==> src/rtl/adcseq_pkg.sv <==
`timescale 1ns/1ps
package adcseq_pkg;
    localparam int CMD_BITS = 8;
    localparam int ACQ_CLKS = 5;
    localparam int HI_BITS  = 4;
    localparam int LO_BITS  = 8;
    localparam int RES_W    = HI_BITS + LO_BITS;
    localparam int CNT_W    = 4;

    typedef enum logic [2:0] {
        FR_IDLE, FR_CMD, FR_ACQ, FR_RDHI, FR_RDLO, FR_TAIL
    } frame_st_e;

    typedef enum logic [2:0] {
        SC_IDLE, SC_LAUNCH, SC_WAIT, SC_WLO, SC_WHI, SC_FILL, SC_FIN
    } scan_st_e;

    // Keep channel/gain/polarity, force start bit and external-clock bit.
    function automatic logic [7:0] make_ctrl(input logic [7:0] req);
        make_ctrl = (req & 8'b0111_1100) | 8'b1000_0001;
    endfunction
endpackage

==> src/rtl/adcseq_clkdiv.sv <==
`timescale 1ns/1ps
module adcseq_clkdiv #(
    parameter int DIV_W = 8
) (
    input  logic             clk,
    input  logic             rst_n,
    input  logic             load,
    input  logic             run,
    input  logic [DIV_W-1:0] div_in,
    output logic             tick
);
    localparam logic [DIV_W-1:0] MIN_HALF = DIV_W'(2);

    logic [DIV_W-1:0] half_q;
    logic [DIV_W-1:0] cnt_q;

    assign tick = run && (cnt_q == half_q - 1'b1);

    always_ff @(posedge clk or negedge rst_n) begin
        if (!rst_n) begin
            half_q <= MIN_HALF;
            cnt_q  <= '0;
        end else if (load) begin
            half_q <= (div_in < MIN_HALF) ? MIN_HALF : div_in;
            cnt_q  <= '0;
        end else if (run) begin
            cnt_q <= tick ? '0 : cnt_q + 1'b1;
        end else begin
            cnt_q <= '0;
        end
    end


    tick_gap_chk: assert property (@(posedge clk) disable iff (!rst_n)
        tick |=> !tick);
endmodule

==> src/rtl/adcseq_frame.sv <==
`timescale 1ns/1ps
module adcseq_frame
    import adcseq_pkg::*;
(
    input  logic             clk,
    input  logic             rst_n,
    input  logic             go,
    input  logic [7:0]       req,
    input  logic             tick,
    input  logic             dout,
    output logic             busy,
    output logic             done,
    output logic [RES_W-1:0] result,
    output logic             sclk,
    output logic             din,
    output logic             cs_n
);
    frame_st_e st_q, st_d;

    logic             ph_q;
    logic [CNT_W-1:0] bit_q;
    logic [7:0]       sh_q;
    logic [RES_W-1:0] acc_q;
    logic [RES_W-1:0] res_q;
    logic             done_q;
    logic             fall;
    logic             last;

    assign fall = tick && ph_q;

    always_comb begin
        unique case (st_q)
            FR_CMD:  last = (bit_q == CNT_W'(CMD_BITS - 1));
            FR_ACQ:  last = (bit_q == CNT_W'(ACQ_CLKS - 1));
            FR_RDHI: last = (bit_q == CNT_W'(HI_BITS - 1));
            FR_RDLO: last = (bit_q == CNT_W'(LO_BITS - 1));
            default: last = 1'b0;
        endcase
    end

    always_comb begin
        st_d = st_q;
        unique case (st_q)
            FR_IDLE: if (go)           st_d = FR_CMD;
            FR_CMD:  if (fall && last) st_d = FR_ACQ;
            FR_ACQ:  if (fall && last) st_d = FR_RDHI;
            FR_RDHI: if (fall && last) st_d = FR_RDLO;
            FR_RDLO: if (fall && last) st_d = FR_TAIL;
            FR_TAIL: if (tick)         st_d = FR_IDLE;
            default:                   st_d = FR_IDLE;
        endcase
    end

    always_ff @(posedge clk or negedge rst_n) begin
        if (!rst_n) st_q <= FR_IDLE;
        else        st_q <= st_d;
    end

    always_ff @(posedge clk or negedge rst_n) begin
        if (!rst_n) begin
            ph_q   <= 1'b0;
            bit_q  <= '0;
            sh_q   <= '0;
            acc_q  <= '0;
            res_q  <= '0;
            done_q <= 1'b0;
        end else begin
            done_q <= (st_q == FR_TAIL) && tick;
            if (st_q == FR_IDLE) begin
                ph_q  <= 1'b0;
                bit_q <= '0;
                if (go) begin
                    sh_q  <= make_ctrl(req);
                    acc_q <= '0;
                end
            end else if (st_q == FR_TAIL) begin
                if (tick) res_q <= acc_q;
            end else if (tick) begin
                if (!ph_q) begin
                    ph_q <= 1'b1;
                end else begin
                    ph_q  <= 1'b0;
                    bit_q <= last ? '0 : bit_q + 1'b1;
                    if (st_q == FR_CMD)
                        sh_q <= {sh_q[6:0], 1'b0};
                    if (st_q == FR_RDHI || st_q == FR_RDLO)
                        acc_q <= {acc_q[RES_W-2:0], dout};
                end
            end
        end
    end

    always_comb begin
        busy   = (st_q != FR_IDLE);
        cs_n   = (st_q == FR_IDLE);
        sclk   = ph_q;
        din    = (st_q == FR_CMD) ? sh_q[7] : 1'b0;
        done   = done_q;
        result = res_q;
    end


    sclk_cs_chk: assert property (@(posedge clk) disable iff (!rst_n)
        sclk |-> !cs_n);

    din_hold_chk: assert property (@(posedge clk) disable iff (!rst_n)
        (sclk && $past(sclk)) |-> $stable(din));

    done_pulse_chk: assert property (@(posedge clk) disable iff (!rst_n)
        done |=> !done);

    done_idle_chk: assert property (@(posedge clk) disable iff (!rst_n)
        done |-> !busy);
endmodule

==> src/rtl/adcseq_scan.sv <==
`timescale 1ns/1ps
module adcseq_scan
    import adcseq_pkg::*;
#(
    parameter int LIST_DEPTH = 8,
    parameter int ADDR_W     = 4,
    parameter int IDX_W      = 4
) (
    input  logic                      clk,
    input  logic                      rst_n,
    input  logic                      go,
    input  logic [(LIST_DEPTH+1)*8-1:0] list_in,
    input  logic                      fr_done,
    input  logic [RES_W-1:0]          fr_result,
    output logic                      launch,
    output logic [7:0]                chan,
    output logic                      busy,
    output logic                      buf_we,
    output logic [ADDR_W-1:0]         buf_addr,
    output logic [7:0]                buf_data,
    output logic                      scan_done
);
    localparam int               LIST_W    = (LIST_DEPTH + 1) * 8;
    localparam logic [ADDR_W-1:0] LAST_ADDR = ADDR_W'(2 * LIST_DEPTH - 1);

    scan_st_e st_q, st_d;

    logic [LIST_W-1:0] list_q;
    logic [IDX_W-1:0]  cnt_q;
    logic [IDX_W-1:0]  idx_q;
    logic [ADDR_W-1:0] waddr_q;
    logic [RES_W-1:0]  res_q;
    logic [IDX_W-1:0]  cnt_clamp;

    always_comb begin
        if (list_in[7:0] > 8'(LIST_DEPTH)) cnt_clamp = IDX_W'(LIST_DEPTH);
        else                               cnt_clamp = list_in[IDX_W-1:0];
    end

    always_comb begin
        st_d = st_q;
        unique case (st_q)
            SC_IDLE:   if (go) st_d = (cnt_clamp == '0) ? SC_FILL : SC_LAUNCH;
            SC_LAUNCH: st_d = SC_WAIT;
            SC_WAIT:   if (fr_done) st_d = SC_WLO;
            SC_WLO:    st_d = SC_WHI;
            SC_WHI: begin
                if (idx_q != cnt_q)          st_d = SC_LAUNCH;
                else if (waddr_q == LAST_ADDR) st_d = SC_FIN;
                else                         st_d = SC_FILL;
            end
            SC_FILL:   if (waddr_q == LAST_ADDR) st_d = SC_FIN;
            SC_FIN:    st_d = SC_IDLE;
            default:   st_d = SC_IDLE;
        endcase
    end

    always_ff @(posedge clk or negedge rst_n) begin
        if (!rst_n) st_q <= SC_IDLE;
        else        st_q <= st_d;
    end

    always_ff @(posedge clk or negedge rst_n) begin
        if (!rst_n) begin
            list_q  <= '0;
            cnt_q   <= '0;
            idx_q   <= '0;
            waddr_q <= '0;
            res_q   <= '0;
        end else begin
            unique case (st_q)
                SC_IDLE: if (go) begin
                    list_q  <= list_in;
                    cnt_q   <= cnt_clamp;
                    idx_q   <= IDX_W'(1);
                    waddr_q <= '0;
                end
                SC_WAIT: if (fr_done) res_q <= fr_result;
                SC_WLO:  waddr_q <= waddr_q + 1'b1;
                SC_WHI: begin
                    waddr_q <= waddr_q + 1'b1;
                    if (idx_q != cnt_q) idx_q <= idx_q + 1'b1;
                end
                SC_FILL: waddr_q <= waddr_q + 1'b1;
                default: ;
            endcase
        end
    end

    always_comb begin
        launch    = (st_q == SC_LAUNCH);
        chan      = list_q[{idx_q, 3'b000} +: 8];
        busy      = (st_q != SC_IDLE);
        buf_we    = (st_q == SC_WLO) || (st_q == SC_WHI) || (st_q == SC_FILL);
        buf_addr  = waddr_q;
        scan_done = (st_q == SC_FIN);
        unique case (st_q)
            SC_WLO:  buf_data = res_q[7:0];
            SC_WHI:  buf_data = {{(16-RES_W){1'b0}}, res_q[RES_W-1:8]};
            default: buf_data = 8'h00;
        endcase
    end


    hi_follows_lo_chk: assert property (@(posedge clk) disable iff (!rst_n)
        (buf_we && buf_addr[0]) |-> ($past(buf_we) && (ADDR_W'($past(buf_addr) + 1'b1) == buf_addr)));

    done_after_last_chk: assert property (@(posedge clk) disable iff (!rst_n)
        scan_done |-> ($past(buf_we) && ($past(buf_addr) == LAST_ADDR)));
endmodule

==> src/rtl/adc_seq_top.sv <==
`timescale 1ns/1ps
module adc_seq_top
    import adcseq_pkg::*;
#(
    parameter int DIV_W      = 8,
    parameter int LIST_DEPTH = 8,
    localparam int ADDR_W    = $clog2(2 * LIST_DEPTH),
    localparam int IDX_W     = $clog2(LIST_DEPTH + 1),
    localparam int LIST_W    = (LIST_DEPTH + 1) * 8
) (
    input  logic              clk,
    input  logic              rst_n,
    input  logic              start,
    input  logic [7:0]        req_chan,
    input  logic              scan_start,
    input  logic [LIST_W-1:0] scan_list,
    input  logic [DIV_W-1:0]  div_half,
    output logic              sclk,
    output logic              din,
    input  logic              dout,
    output logic              cs_n,
    output logic              busy,
    output logic              done,
    output logic [RES_W-1:0]  result,
    output logic              buf_we,
    output logic [ADDR_W-1:0] buf_addr,
    output logic [7:0]        buf_data,
    output logic              scan_done
);
    logic       fr_busy, sc_busy;
    logic       scan_go, single_go;
    logic       sc_launch;
    logic [7:0] sc_chan;
    logic       fr_go;
    logic [7:0] fr_req;
    logic       tick;

    assign busy      = fr_busy || sc_busy;
    assign scan_go   = scan_start && !busy;
    assign single_go = start && !busy && !scan_start;
    assign fr_go     = single_go || sc_launch;
    assign fr_req    = sc_launch ? sc_chan : req_chan;

    adcseq_clkdiv #(.DIV_W(DIV_W)) u_div (
        .clk    (clk),
        .rst_n  (rst_n),
        .load   (fr_go),
        .run    (fr_busy),
        .div_in (div_half),
        .tick   (tick)
    );

    adcseq_frame u_frame (
        .clk    (clk),
        .rst_n  (rst_n),
        .go     (fr_go),
        .req    (fr_req),
        .tick   (tick),
        .dout   (dout),
        .busy   (fr_busy),
        .done   (done),
        .result (result),
        .sclk   (sclk),
        .din    (din),
        .cs_n   (cs_n)
    );

    adcseq_scan #(
        .LIST_DEPTH (LIST_DEPTH),
        .ADDR_W     (ADDR_W),
        .IDX_W      (IDX_W)
    ) u_scan (
        .clk       (clk),
        .rst_n     (rst_n),
        .go        (scan_go),
        .list_in   (scan_list),
        .fr_done   (done),
        .fr_result (result),
        .launch    (sc_launch),
        .chan      (sc_chan),
        .busy      (sc_busy),
        .buf_we    (buf_we),
        .buf_addr  (buf_addr),
        .buf_data  (buf_data),
        .scan_done (scan_done)
    );


    launch_idle_chk: assert property (@(posedge clk) disable iff (!rst_n)
        fr_go |-> !fr_busy);
endmodule

==> config.mk <==
export PLATFORM = sky130hd
export DESIGN_NAME = adc_seq_top
export DESIGN_NICKNAME = d
export VERILOG_FILES = /design/src/rtl/adcseq_pkg.sv /design/src/rtl/adcseq_clkdiv.sv /design/src/rtl/adcseq_frame.sv /design/src/rtl/adcseq_scan.sv /design/src/rtl/adc_seq_top.sv
export SDC_FILE = /design/constraint.sdc
export NUM_CORES = 1
export LEC_CHECK = 0
export BUFFER_PORTS_ARGS = -buffer_cell sky130_fd_sc_hd__buf_2
export CORE_UTILIZATION = 55
export CTS_BUF_LIST = sky130_fd_sc_hd__clkbuf_16
export DETAILED_ROUTE_END_ITERATION = 8
export PLACE_DENSITY = 0.89
export SYNTH_ARGS = -nofsm -noshare
export SYNTH_HDL_FRONTEND = slang
export SYNTH_SLANG_ARGS = --single-unit
==> constraint.sdc <==
create_clock -name clk -period 3 [get_ports clk]
set_input_delay 0.6 -clock clk [delete_from_list [all_inputs] [get_ports clk]]
set_output_delay 0.6 -clock clk [all_outputs]
set_load 0.05 [all_outputs]
**Word level (Yosys, flattened, before mapping)**

Index checks and enable logic that the tools add are counted.

- Word-level logic and storage cells: 139
- Bits in registers: 156
- Output and inout port bits: 31

- Shift-type cells: 1
- Add/subtract/negate cells: 5
- Reductions and logical operators: 38
- Bitwise operators: 1
- Mux-type cells: 49
- Magnitude comparators: 2
- Equality and inequality tests: 28

Operators with widths:

| kind | count |
|---|---|
| $mux 8 | 10 |
| $mux 12 | 6 |
| $shiftx 72x8->7 | 1 |
| $mux 4 | 9 |
| $pmux 3 s6 | 2 |
| $mux 3 | 11 |
| $pmux 4 s2 | 2 |
| $pmux 8 s2 | 1 |
| $eq 3x3->1 const B | 5 |
| $ne 2x1->1 const B | 7 |
| $add 4x1->4 const B | 3 |
| $eq 3x2->1 const B | 4 |
| $reduce_and 3->1 | 4 |
| $reduce_bool 2->1 | 6 |
| $reduce_and 5->1 | 2 |
| $add 8x1->8 const B | 1 |
| $eq 4x3->1 const B | 2 |
| $eq 8x8->1 | 1 |
| $gt 8x4->1 const B | 1 |
| $lt 8x2->1 const B | 1 |
| $ne 2x2->1 const B | 4 |
| $reduce_and 2->1 | 4 |
| $sub 8x1->8 const B | 1 |
| $logic_and 1x1->1 | 7 |
| 17 further kinds | 29 |

**Longest topological paths before layout**

Gate-level depths: netlist (run 1).

- Depth after elaboration: 8
- Gate-level depth with buffers: 11
- Depth with buffers taken out: 9

**By module**

Synthesis (run 1) repeated with hierarchy kept, for this count alone.

- Cells, all modules: 809
- Area total of the unflattened synthesis: 7726.2 µm²

Modules (own cells, without submodules):

| module | cells an instance | area an instance (µm²) | instances |
|---|---|---|---|
| adcseq_scan | 501 | 4698.3 | 1 |
| adcseq_frame | 198 | 1883.1 | 1 |
| adcseq_clkdiv | 96 | 989.7 | 1 |
| adc_seq_top | 14 | 155.1 | 1 |

**Worst setup path after synthesis (run 1)**

Ideal clock, no wire load.

- Path type: reg-to-output
- Start: register u_scan.st_q[2]
- End: output scan_done
- Cell stages (with the launch flop): 4
- Path slack: 0.420 ns
- Path buffers: 2
- Arrival time: 1.980 ns
- Cells stage by stage: dfrtp_1 > clkbuf_1 > clkbuf_1 > nor3b_1

- Longest elaborated chain between the ends: 1

RTL lines:

| item | RTL line | source |
|---|---|---|
| start: declaration | adcseq_scan.sv:26 | `scan_st_e st_q, st_d;` |
| start signal: assignment | adcseq_scan.sv:60 | `else st_q <= st_d;` |
| $eq 3x3->1 | adcseq_scan.sv:96 | `scan_done = (st_q == SC_FIN);` |
| end: declaration | adc_seq_top.sv:28 | `output logic scan_done` |

Every way passes these cells.

**Worst setup path in the final report (run 1)**

- Start: register u_scan.st_q[0]
- End: output buf_we

- Longest elaborated chain between the ends: 3
- Elaborated cells between the ends (all ways): 5

RTL lines:

| item | RTL line | source |
|---|---|---|
| $eq 3x2->1 / $eq 3x3->1 (equally long branches) | adcseq_scan.sv:94 | `buf_we = (st_q == SC_WLO) \|\| (st_q == SC_WHI) \|\| (st_q == SC_FILL);` |
| $logic_or 1x1->1 | adcseq_scan.sv:94 |  |
| $logic_or 1x1->1 * | adcseq_scan.sv:94 |  |
| end: declaration | adc_seq_top.sv:25 | `output logic buf_we,` |

Mark *: on every way between the ends. The rest lies on a longest branch, timed or not.

==> results of run 1 <==
==> sequential cells by signal (all words and copies together) (netlist names), 8 cells and up <==
register and cells:
u_scan.list_q 45, u_frame.acc_q 12, u_scan.res_q 12, u_div.half_q 8
u_frame.result 12, u_div.cnt_q 8, u_frame.sh_q 8
==> cells in the mapped netlist, drive strengths merged (2+ instances only) <==
cell	count
buf	13
nor2b	9
clkbuf	22
inv	13
o31ai	5
a41oi	2
nor3	9
mux2	35
nand2b	5
nor2	25
mux4	10
and4b	3
o211a	2
and2	9
nand2	173
a211o	3
nor4	5
a211oi	2
a31o	2
nor4b	4
and3	8
o21ai	27
mux2i	5
nor3b	4
xnor2	5
ha	5
a21oi	13
o211ai	2
or3	2
dfrtp	128
o2111a	5
nand4	6
xor2	18
nand3	24
a22o	18
==> worst max-delay path: stages, from the launching register on <==
cell,delay [ns]
dfrtp_1,0.52
nor3b_2,0.23
buf_4,0.19
nor2_1,0.36
inv_1,0.13
buf_2,0.24
==> logic make-up (layout without fill, tap and decap cells) <==
group / after synthesis / after routing / share of synthesized area [%]
buffers and inverters: 48 / 151 / 3.47
muxes: 50 / 50 / 11.0
xor gates and xnor gates: 23 / 23 / 3.16
AOI/OAI and AO/OA: 84 / 84 / 9.24
adders and majority gates: 5 / 5 / 0.981
and+or+nand+nor: 290 / 290 / 21.5
DFF: 129 / 129 / 50.6
==> path summary, 6_finish.rpt <==
check,start,to,slack [ns],depth (start not counted)
setup / recovery,u_scan.st_q[0],buf_we,0.31,5
hold / removal,rst_n,u_div.cnt_q[5],0.25,1
setup reg to reg,u_div.half_q[0],u_frame.result[9],0.38,9
hold reg to reg,u_scan.list_q[29],u_scan.list_q[29],0.47,2
max in group asynchronous,rst_n,u_div.half_q[1],1.98,2
min in group clk,scan_list[12],u_scan.list_q[12],0.37,3
==> layout make-up <==
class / count / area (µm²) / share of cell area [%]
Clock buffer: 17 / 425 / 5.61
Clock inverter: 15 / 200 / 2.64
Inverter: 13 / 51.3 / 0.676
Multi-Input combinational cell: 452 / 2930 / 38.7
Sequential cell: 129 / 3230 / 42.6
Tap cell: 140 / 175 / 2.31
Timing Repair Buffer: 106 / 571 / 7.52
==> cells in the final DEF, fill, tap and decap left out, types with 3 or more instances in the layout <==
cell type	instances
nand2_1	173
dfrtp_1	128
buf_2	95
o21ai_0	25
nor2_1	24
nand3_1	24
mux2_2	24
a22o_1	18
xor2_1	18
clkbuf_16	17
inv_1	14
a21oi_1	13
mux4_2	10
buf_4	10
nor3_1	9
nor2b_1	9
mux2_4	9
and2_1	8
and3_1	7
xnor2_1	5
nand4_1	5
o31ai_1	5
mux2i_1	5
o2111a_1	5
ha_1	5
bufinv_16	5
nand2b_1	4
nor4_1	4
and4b_1	3
a211o_1	3
nor4b_1	3
clkinv_1	3
==> metrics by stage <==
stage	instances	setup slack (ns)
2_1_floorplan	629	0.420
3_3_place_gp	840	0.507
3_5_place_dp	840	0.415
4_1_cts	872	0.296
5_1_grt	872	0.162
6_report	872	0.306
==> power by group <==
part           switching (W)  leakage [nW]  internal, W
clock               0.000728         0.317      0.00145
sequential          0.000392          1.68      0.00218
combinational        0.00109          1.86     0.000785
==> metal layers <==
metal	vias to the layer above	track usage, %	part of all wire [%]
li1	2354	-	-
met1	2498	31.0	40
met2	167	45.1	52
met3	33	6.52	5.3
met4	0	13.0	2.5
met5	-	0	0
==> results.ini, run 1 <==
[status]
status=finished clean

[clocking]
htree_levels=4
cts_setup_buffers=0
cts_buffer_depth=2
cts_buffers=17
root_buffer=clkbuf_16
cts.reportedPaths.clkPinSlew_ns=0.06
hold_buffers=0
insertion_delay_ns=0.42
cts.sinks=129
tritoncts=yes
postCtsResizedCells=0

[yosys]
synth.distinct_cells=59
syn_nets=727
synthArstFlopShare_pct=100
synth_top_cells_by_area=dfrtp_1 50%, nand2_1 10%, mux2_2 4.2%, mux4_2 3.5%, a22o_1 2.5%
synth_seq_cells=129
yosysTopAreaCellShare_pct=50.2
ys_seq_area_share_pct=50.6
ys.flop_type=dfrtp_1
synth_area_um2=6380
synth_edf_count=0
syn_inst=629
ys_warn_count=0
synth.largest_area_cell=dfrtp_1
avgSynthCellArea_um2=10.1

[final_layout]
final_layout_size_suffix_gt1_share_pct=26.0
n_fill_cell=795
utilization_pct=68.5
area_growth_pct=18.9
num-nets-final=817
final_area_um2=7580
num_antenna_cells=0

[routing]
first_pass_iters=5
vias=5052
drtAntennaViolNets=0
via_per_inst=5.79
drc=0
first_iter_violations=355
post_drt_wl_per_cell_um=16.4
drt-total-wl_um=14300

[die]
num_rows=38
die_w_um=110
dieHeight_um=110
die_area_um2=12000
core_area_um2=11100
start_util_pct=57.6
pin_count=124

[sta]
fin_hold_ws_ns=0.250
fin_setup_tns_ns=0
worstMarginPinSlew_ns=0.872
period_share_pct=89.8
rsz0062_at_grt=no
hold_violations=0
fin_skew_ns=0.00992
min_period_ns=2.69
final_max_slew_viol_count=0
setup_violations=0
fmax_mhz=371
max_slew_margin_pct=41.9

[global_routing]
grt_max_degree=57
grtUsageTotal_pct=26.4
grt_overflow=0
grt_pass1_wl_um=23900
first_global_vias=5136
antenna_found_initial=1

[power_and_ir_drop]
p_per_area_nw_per_um2=873
ir_drop_v=0.000700
p_leak_nw=3.85
power_w=0.00662

[worst_setup_path]
cp.arrival_ns=2.09
crit_path_start_kind=flop
end_kind=output pin
path_max_fanout=14
worstPathRequired_ns=2.40
critical_path_class=flop to output pin

[placed_design]
gp_congestion=0.925
dp_hpwl_um=9670
place_area_um2=6960
io_buffers=96

[min_path]
worstHoldPathType=input pin to asynchronous set/reset pin

[job]
drv_cap=0

No activity file was read; power rests on OpenSTA's default activity.
==> run 2, diff against run 1 <==
--- a/config.mk
+++ b/config.mk
@@ -9,7 +9,8 @@
 export CORE_UTILIZATION = 55
 export CTS_BUF_LIST = sky130_fd_sc_hd__clkbuf_16
 export DETAILED_ROUTE_END_ITERATION = 8
-export PLACE_DENSITY = 0.89
+export PLACE_DENSITY = 0.87
 export SYNTH_ARGS = -nofsm -noshare
 export SYNTH_HDL_FRONTEND = slang
+export SYNTH_HIERARCHICAL = 1
 export SYNTH_SLANG_ARGS = --single-unit
==> results.ini, run 2 <==
[final_layout]
final_layout_size_suffix_gt1_share_pct=28.1  ; +2.1 points
area_growth_pct=20.7
top_register=u_scan/list_q
final_cell_mix=183 x nand2_1, 128 x dfrtp_1, 95 x buf_2
final_common_cell=nand2_1
n_fill_cell=770  ; -3.1%
num_antenna_cells=0  ; unchanged
num-nets-final=875  ; +7.1%
final_cells=933  ; +7.0%
final_area_um2=7850  ; +3.5%
largest_reg_flops=45  ; unchanged

[placed_design]
dp_hpwl_um=10200  ; +5.4%
dp.cells=890  ; +6.0%
io_buffers=96  ; unchanged
place_area_um2=7090  ; +1.9%
gp_congestion=0.868  ; -6.2%
pre_cts_slack_ns=-0.0292  ; -0.444 ns

[routing]
first_iter_violations=408  ; +15%
via_per_inst=5.90  ; +1.9%
first_pass_iters=5  ; unchanged
drtAntennaViolNets=0  ; unchanged
post_drt_wl_per_cell_um=17.5  ; +6.2%
drt-total-wl_um=16300  ; +14%
drc=0  ; unchanged
vias=5509  ; +9.0%

[sta]
rsz0062_at_grt=yes
max_slew_margin_pct=37.5  ; -4.4 points
min_period_ns=3.03  ; +0.332 ns
period_share_pct=101  ; +11 points
final_max_slew_viol_count=0  ; unchanged
worstMarginPinSlew_ns=0.938  ; +0.0657 ns
fin_skew_ns=0.00658  ; -0.00334 ns
fmax_mhz=330  ; -11%
hold_violations=0  ; unchanged
setup_slack_ns=-0.0260  ; -0.332 ns
setup_violations=1  ; +1

[die]
die_w_um=111  ; +0.97%
num_rows=39  ; +2.6%
start_util_pct=56.7  ; -0.85 points
dieHeight_um=111  ; +0.97%
core_area_um2=11500  ; +3.5%
die_area_um2=12300  ; +1.9%
pin_count=124  ; unchanged

[clocking]
tritoncts=yes
root_buffer=clkbuf_16
htree_levels=4  ; unchanged
cts_buffer_depth=2  ; unchanged
cts.reportedPaths.clkPinSlew_ns=0.06  ; about the same
cts.sinks=129  ; unchanged
hold_buffers=0  ; unchanged
insertion_delay_ns=0.42  ; about the same
cts_buffers=17  ; unchanged

[worst_setup_path]
crit_path_start_kind=flop
worstPathRequired_ns=3.34  ; +0.94 ns
critical_path_class=flop to flop
path_max_fanout=6  ; -8
end_kind=flop
cp.arrival_ns=3.36  ; +1.27 ns

[status]
status=finished, violations left
violations=negative setup slack

[yosys]
syn_inst=677  ; +7.6%
syn_nets=775  ; +6.6%
ys_warn_count=6  ; +6
avgSynthCellArea_um2=9.60  ; -5.2%
synth_area_um2=6500  ; +2.0%

[global_routing]
grt_pass1_wl_um=26300  ; +10%
first_global_vias=5504  ; +7.2%
grtUsageTotal_pct=26.8  ; +0.45 points
grt_max_degree=54  ; -5.3%
grt_overflow=0  ; unchanged
antenna_found_initial=0  ; -1

[power_and_ir_drop]
ir_drop_v=0.000396  ; -44%
power_w=0.00455  ; -31%
p_per_area_nw_per_um2=580  ; -34%
p_leak_nw=3.83  ; -0.54%

[job]
drv_cap=0  ; unchanged

[min_path]
worstHoldPathType=input pin to asynchronous set/reset pin

==> run 2: worst paths after layout <==
check	from	endpoint	slack, ns	cells after the start
max	u_div/half_q[1]	u_frame/acc_q[11]	-0.03	12
min	rst_n	u_scan/list_q[36]	0.22	1
max reg2reg	u_div/half_q[1]	u_frame/acc_q[11]	-0.03	12
min reg2reg	u_scan/list_q[62]	u_scan/list_q[62]	0.47	2
max in group asynchronous	rst_n	u_scan/list_q[13]	1.95	2
min in group clk	scan_list[14]	u_scan/list_q[14]	0.37	3
==> run 2: routing by layer <==
layer,track usage [%],up-vias,wire (µm)
li1,-,2508,-
met1,34.1,2707,6580
met2,43.4,238,8060
met3,5.52,56,1090
met4,14.1,0,568
met5,0,-,0
==> run 2: worst max-delay path, cell delays in order (launching register included) <==
cell	delay, ns
dfstp_2	0.57
inv_2	0.06
ha_4	0.22
xnor2_2	0.13
a21oi_2	0.17
o2111ai_2	0.19
nor4_4	0.28
and2_4	0.21
nand2_4	0.05
or4_4	0.64
o31ai_4	0.14
nand3_1	0.15
o21ai_1	0.11
==> run 2: repair_timing <==
action | in CTS | in global routing
pin swaps | 2 | 10
gates resized for setup | 4 | 15
cloned | 1 | 2
endpoints found under the setup margin | 16 | 22
setup buffers | 0 | 8
==> run 2: cell type report <==
cell class / count / area (µm²) / share of cell area [%]
inverters: 26 / 97.6 / 1.24
multi-input cells: 481 / 3080 / 39.2
repair buffers: 122 / 691 / 8.80
well taps: 143 / 179 / 2.28
clock inverters: 15 / 153 / 1.94
flip-flops and latches: 129 / 3230 / 41.1
clock buffers: 17 / 425 / 5.42
==> run 2: per-stage QoR <==
stage	utilization [%]	TNS [ns]	hold WS, ns
4_1_cts	67.1	0	0.253
3_3_place_gp	61.8	0	0.453
6_report	68.5	-0.0260	0.222
2_1_floorplan	-	0	0.304
3_5_place_dp	61.8	-0.140	0.459
5_1_grt	68.5	-1.59	0.296
==> run 2: power breakdown <==
group          internal [W]  switching [W]
registers           0.00185       0.000146
logic              0.000249       0.000290
clock network       0.00128       0.000736
total               0.00338        0.00117
==> run 3, diff against run 2 <==
--- a/config.mk
+++ b/config.mk
@@ -6,10 +6,12 @@
 export NUM_CORES = 1
 export LEC_CHECK = 0
 export BUFFER_PORTS_ARGS = -buffer_cell sky130_fd_sc_hd__buf_2
+export CORE_MARGIN = 4
 export CORE_UTILIZATION = 55
 export CTS_BUF_LIST = sky130_fd_sc_hd__clkbuf_16
 export DETAILED_ROUTE_END_ITERATION = 8
 export PLACE_DENSITY = 0.87
+export SETUP_SLACK_MARGIN = 0.05
 export SYNTH_ARGS = -nofsm -noshare
 export SYNTH_HDL_FRONTEND = slang
 export SYNTH_HIERARCHICAL = 1
==> results.ini, run 3 (synthesized netlist as in run 2, its figures left out) <==
[status]
status=finished clean

[final_layout]
final_cells=929  ; -0.43%
num_antenna_cells=0  ; unchanged
final_common_cell=nand2_1
final_layout_size_suffix_gt1_share_pct=27.2  ; -0.87 points
top_register=u_scan/list_q
largest_reg_flops=45  ; unchanged
final_cell_mix=184 x nand2_1, 127 x dfrtp_1, 95 x buf_2
area_growth_pct=20.3
utilization_pct=67.9  ; -0.53 points
num-nets-final=873  ; -0.23%
n_fill_cell=803  ; +4.3%

[placed_design]
io_buffers=96  ; unchanged
dp.cells=889  ; -0.11%
dp_hpwl_um=10500  ; +2.5%
gp_congestion=0.875  ; +0.83%

[sta]
max_slew_margin_pct=40.0  ; +2.5 points
fin_hold_ws_ns=0.159  ; -0.0629 ns
period_share_pct=97.6  ; -3.3 points
worstMarginPinSlew_ns=0.901  ; -0.0370 ns
fmax_mhz=341  ; +3.3%
fin_skew_ns=0.00685  ; +0.000266 ns
hold_violations=0  ; unchanged
rsz0062_at_grt=yes
min_period_ns=2.93  ; -0.0976 ns
final_max_slew_viol_count=0  ; unchanged
setup_violations=0  ; -1
fin_setup_tns_ns=0  ; +0.0260 ns

[global_routing]
antenna_found_initial=0  ; unchanged
grt_max_degree=51  ; -5.6%
grtUsageTotal_pct=24.6  ; -2.2 points
grt_pass1_wl_um=26100  ; -0.87%
grt_overflow=0  ; unchanged
first_global_vias=5384  ; -2.2%

[power_and_ir_drop]
p_leak_nw=3.81  ; -0.45%
p_per_area_nw_per_um2=573  ; -1.2%
ir_drop_v=0.000456  ; +15%
power_w=0.00448  ; -1.5%

[worst_setup_path]
end_kind=flop
crit_start=u_div/half_q[1]
reg2reg_slack_ns=0.07  ; +0.10 ns
crit_path_start_kind=flop
critical_path_class=flop to flop
path_max_fanout=6  ; unchanged
r2r-end=u_frame/acc_q[8]
worstPathRequired_ns=3.33  ; about the same
endpoint=u_frame/acc_q[8]
cp.arrival_ns=3.26  ; -0.10 ns
rr_worst_depth=13  ; +1
timing.rr.start=u_div/half_q[1]

[die]
die_area_um2=13600  ; +11%
num_rows=39  ; unchanged
die_w_um=117  ; +5.4%
dieHeight_um=117  ; +5.4%
start_util_pct=56.5  ; -0.24 points
core_area_um2=11500  ; +0.43%
pin_count=124  ; unchanged

[routing]
drc=0  ; unchanged
drt-total-wl_um=16400  ; +0.85%
drtAntennaViolNets=0  ; unchanged
first_pass_iters=5  ; unchanged
first_iter_violations=404  ; -0.98%
vias=5400  ; -2.0%
via_per_inst=5.81  ; -1.6%
post_drt_wl_per_cell_um=17.7  ; +1.3%

[clocking]
tritoncts=yes
insertion_delay_ns=0.42  ; about the same
cts_buffers=17  ; unchanged
htree_levels=4  ; unchanged
hold_buffers=0  ; unchanged
root_buffer=clkbuf_16
cts.sinks=129  ; unchanged
cts.reportedPaths.clkPinSlew_ns=0.05  ; about the same
cts_buffer_depth=2  ; unchanged

[min_path]
worstHoldPathType=input pin to asynchronous set/reset pin

[job]
drv_cap=0  ; unchanged

-- run 3: worst min path at each step --
| stage | startpoint | endpoint | slack, ns | depth (start not counted) |
|---|---|---|---|---|
| global route | rst_n | u_scan/list_q[35] | 0.18 | 1 |
| detailed placement | u_scan/list_q[58] | u_scan/list_q[58] | 0.46 | 2 |
| finish | rst_n | u_scan/list_q[59] | 0.16 | 1 |
| global placement | u_scan/list_q[3] | u_scan/list_q[3] | 0.45 | 2 |
| CTS | rst_n | u_scan/list_q[34] | 0.16 | 1 |
| floorplan | rst_n | u_div/cnt_q[0] | 0.30 | 0 |
-- run 3: cell type report --
type                       instances  area (µm²)  area share (%)
inverter                          26        97.6            1.25
timing repair buffer             122         721            9.21
tap                              143         179            2.29
sequential                       129        3230            41.3
multi-input combinational        479        3040            38.9
clock inverter                    13         129            1.65
clock buffer                      17         425            5.44
-- run 3: what timing repair did --
action                     CTS  global route
cloned                       1             1
gates resized for setup      1            16
setup buffers                3             5
setup endpoints to repair   12            35
pin swaps                    2             4
-- run 3: critical path, cell delays in order, from the launching register on --
cell and delay, ns:
dfstp_2 0.55, inv_2 0.05, ha_4 0.17, o21bai_1 0.17, a211oi_2 0.31, o21bai_1 0.15
nand2_2 0.10, and2_4 0.18, nand2_4 0.06, or4_4 0.59, o31ai_4 0.13, clkbuf_16 0.23
nand3_1 0.07, o21ai_1 0.09
-- run 3: where the power goes --
part           internal, W  switching [W]  total, W  leakage [nW]
Clock              0.00126       0.000700   0.00196         0.277
Combinational     0.000245       0.000283  0.000528          1.86
Sequential         0.00185       0.000140   0.00199          1.67
Total              0.00336        0.00112   0.00448          3.81
-- run 3: per-layer routing --
metal,vias up,track usage (%),part of all wire [%]
met2,205,38.7,51
met1,2646,32.2,40
li1,2506,-,-
met5,-,0,0
met4,0,10.9,2.7
met3,43,6.58,5.9
-- run 3: metrics by stage --
| stage | area (µm²) | setup WS [ns] |
|---|---|---|
| after floorplan | 6510 | 0.0599 |
| final | 7820 | 0.0716 |
| after detailed placement | 7090 | -0.00379 |
| after global routing | 7820 | -0.0638 |
| after CTS | 7700 | 0.0446 |
| after global placement | 7090 | 0.140 |
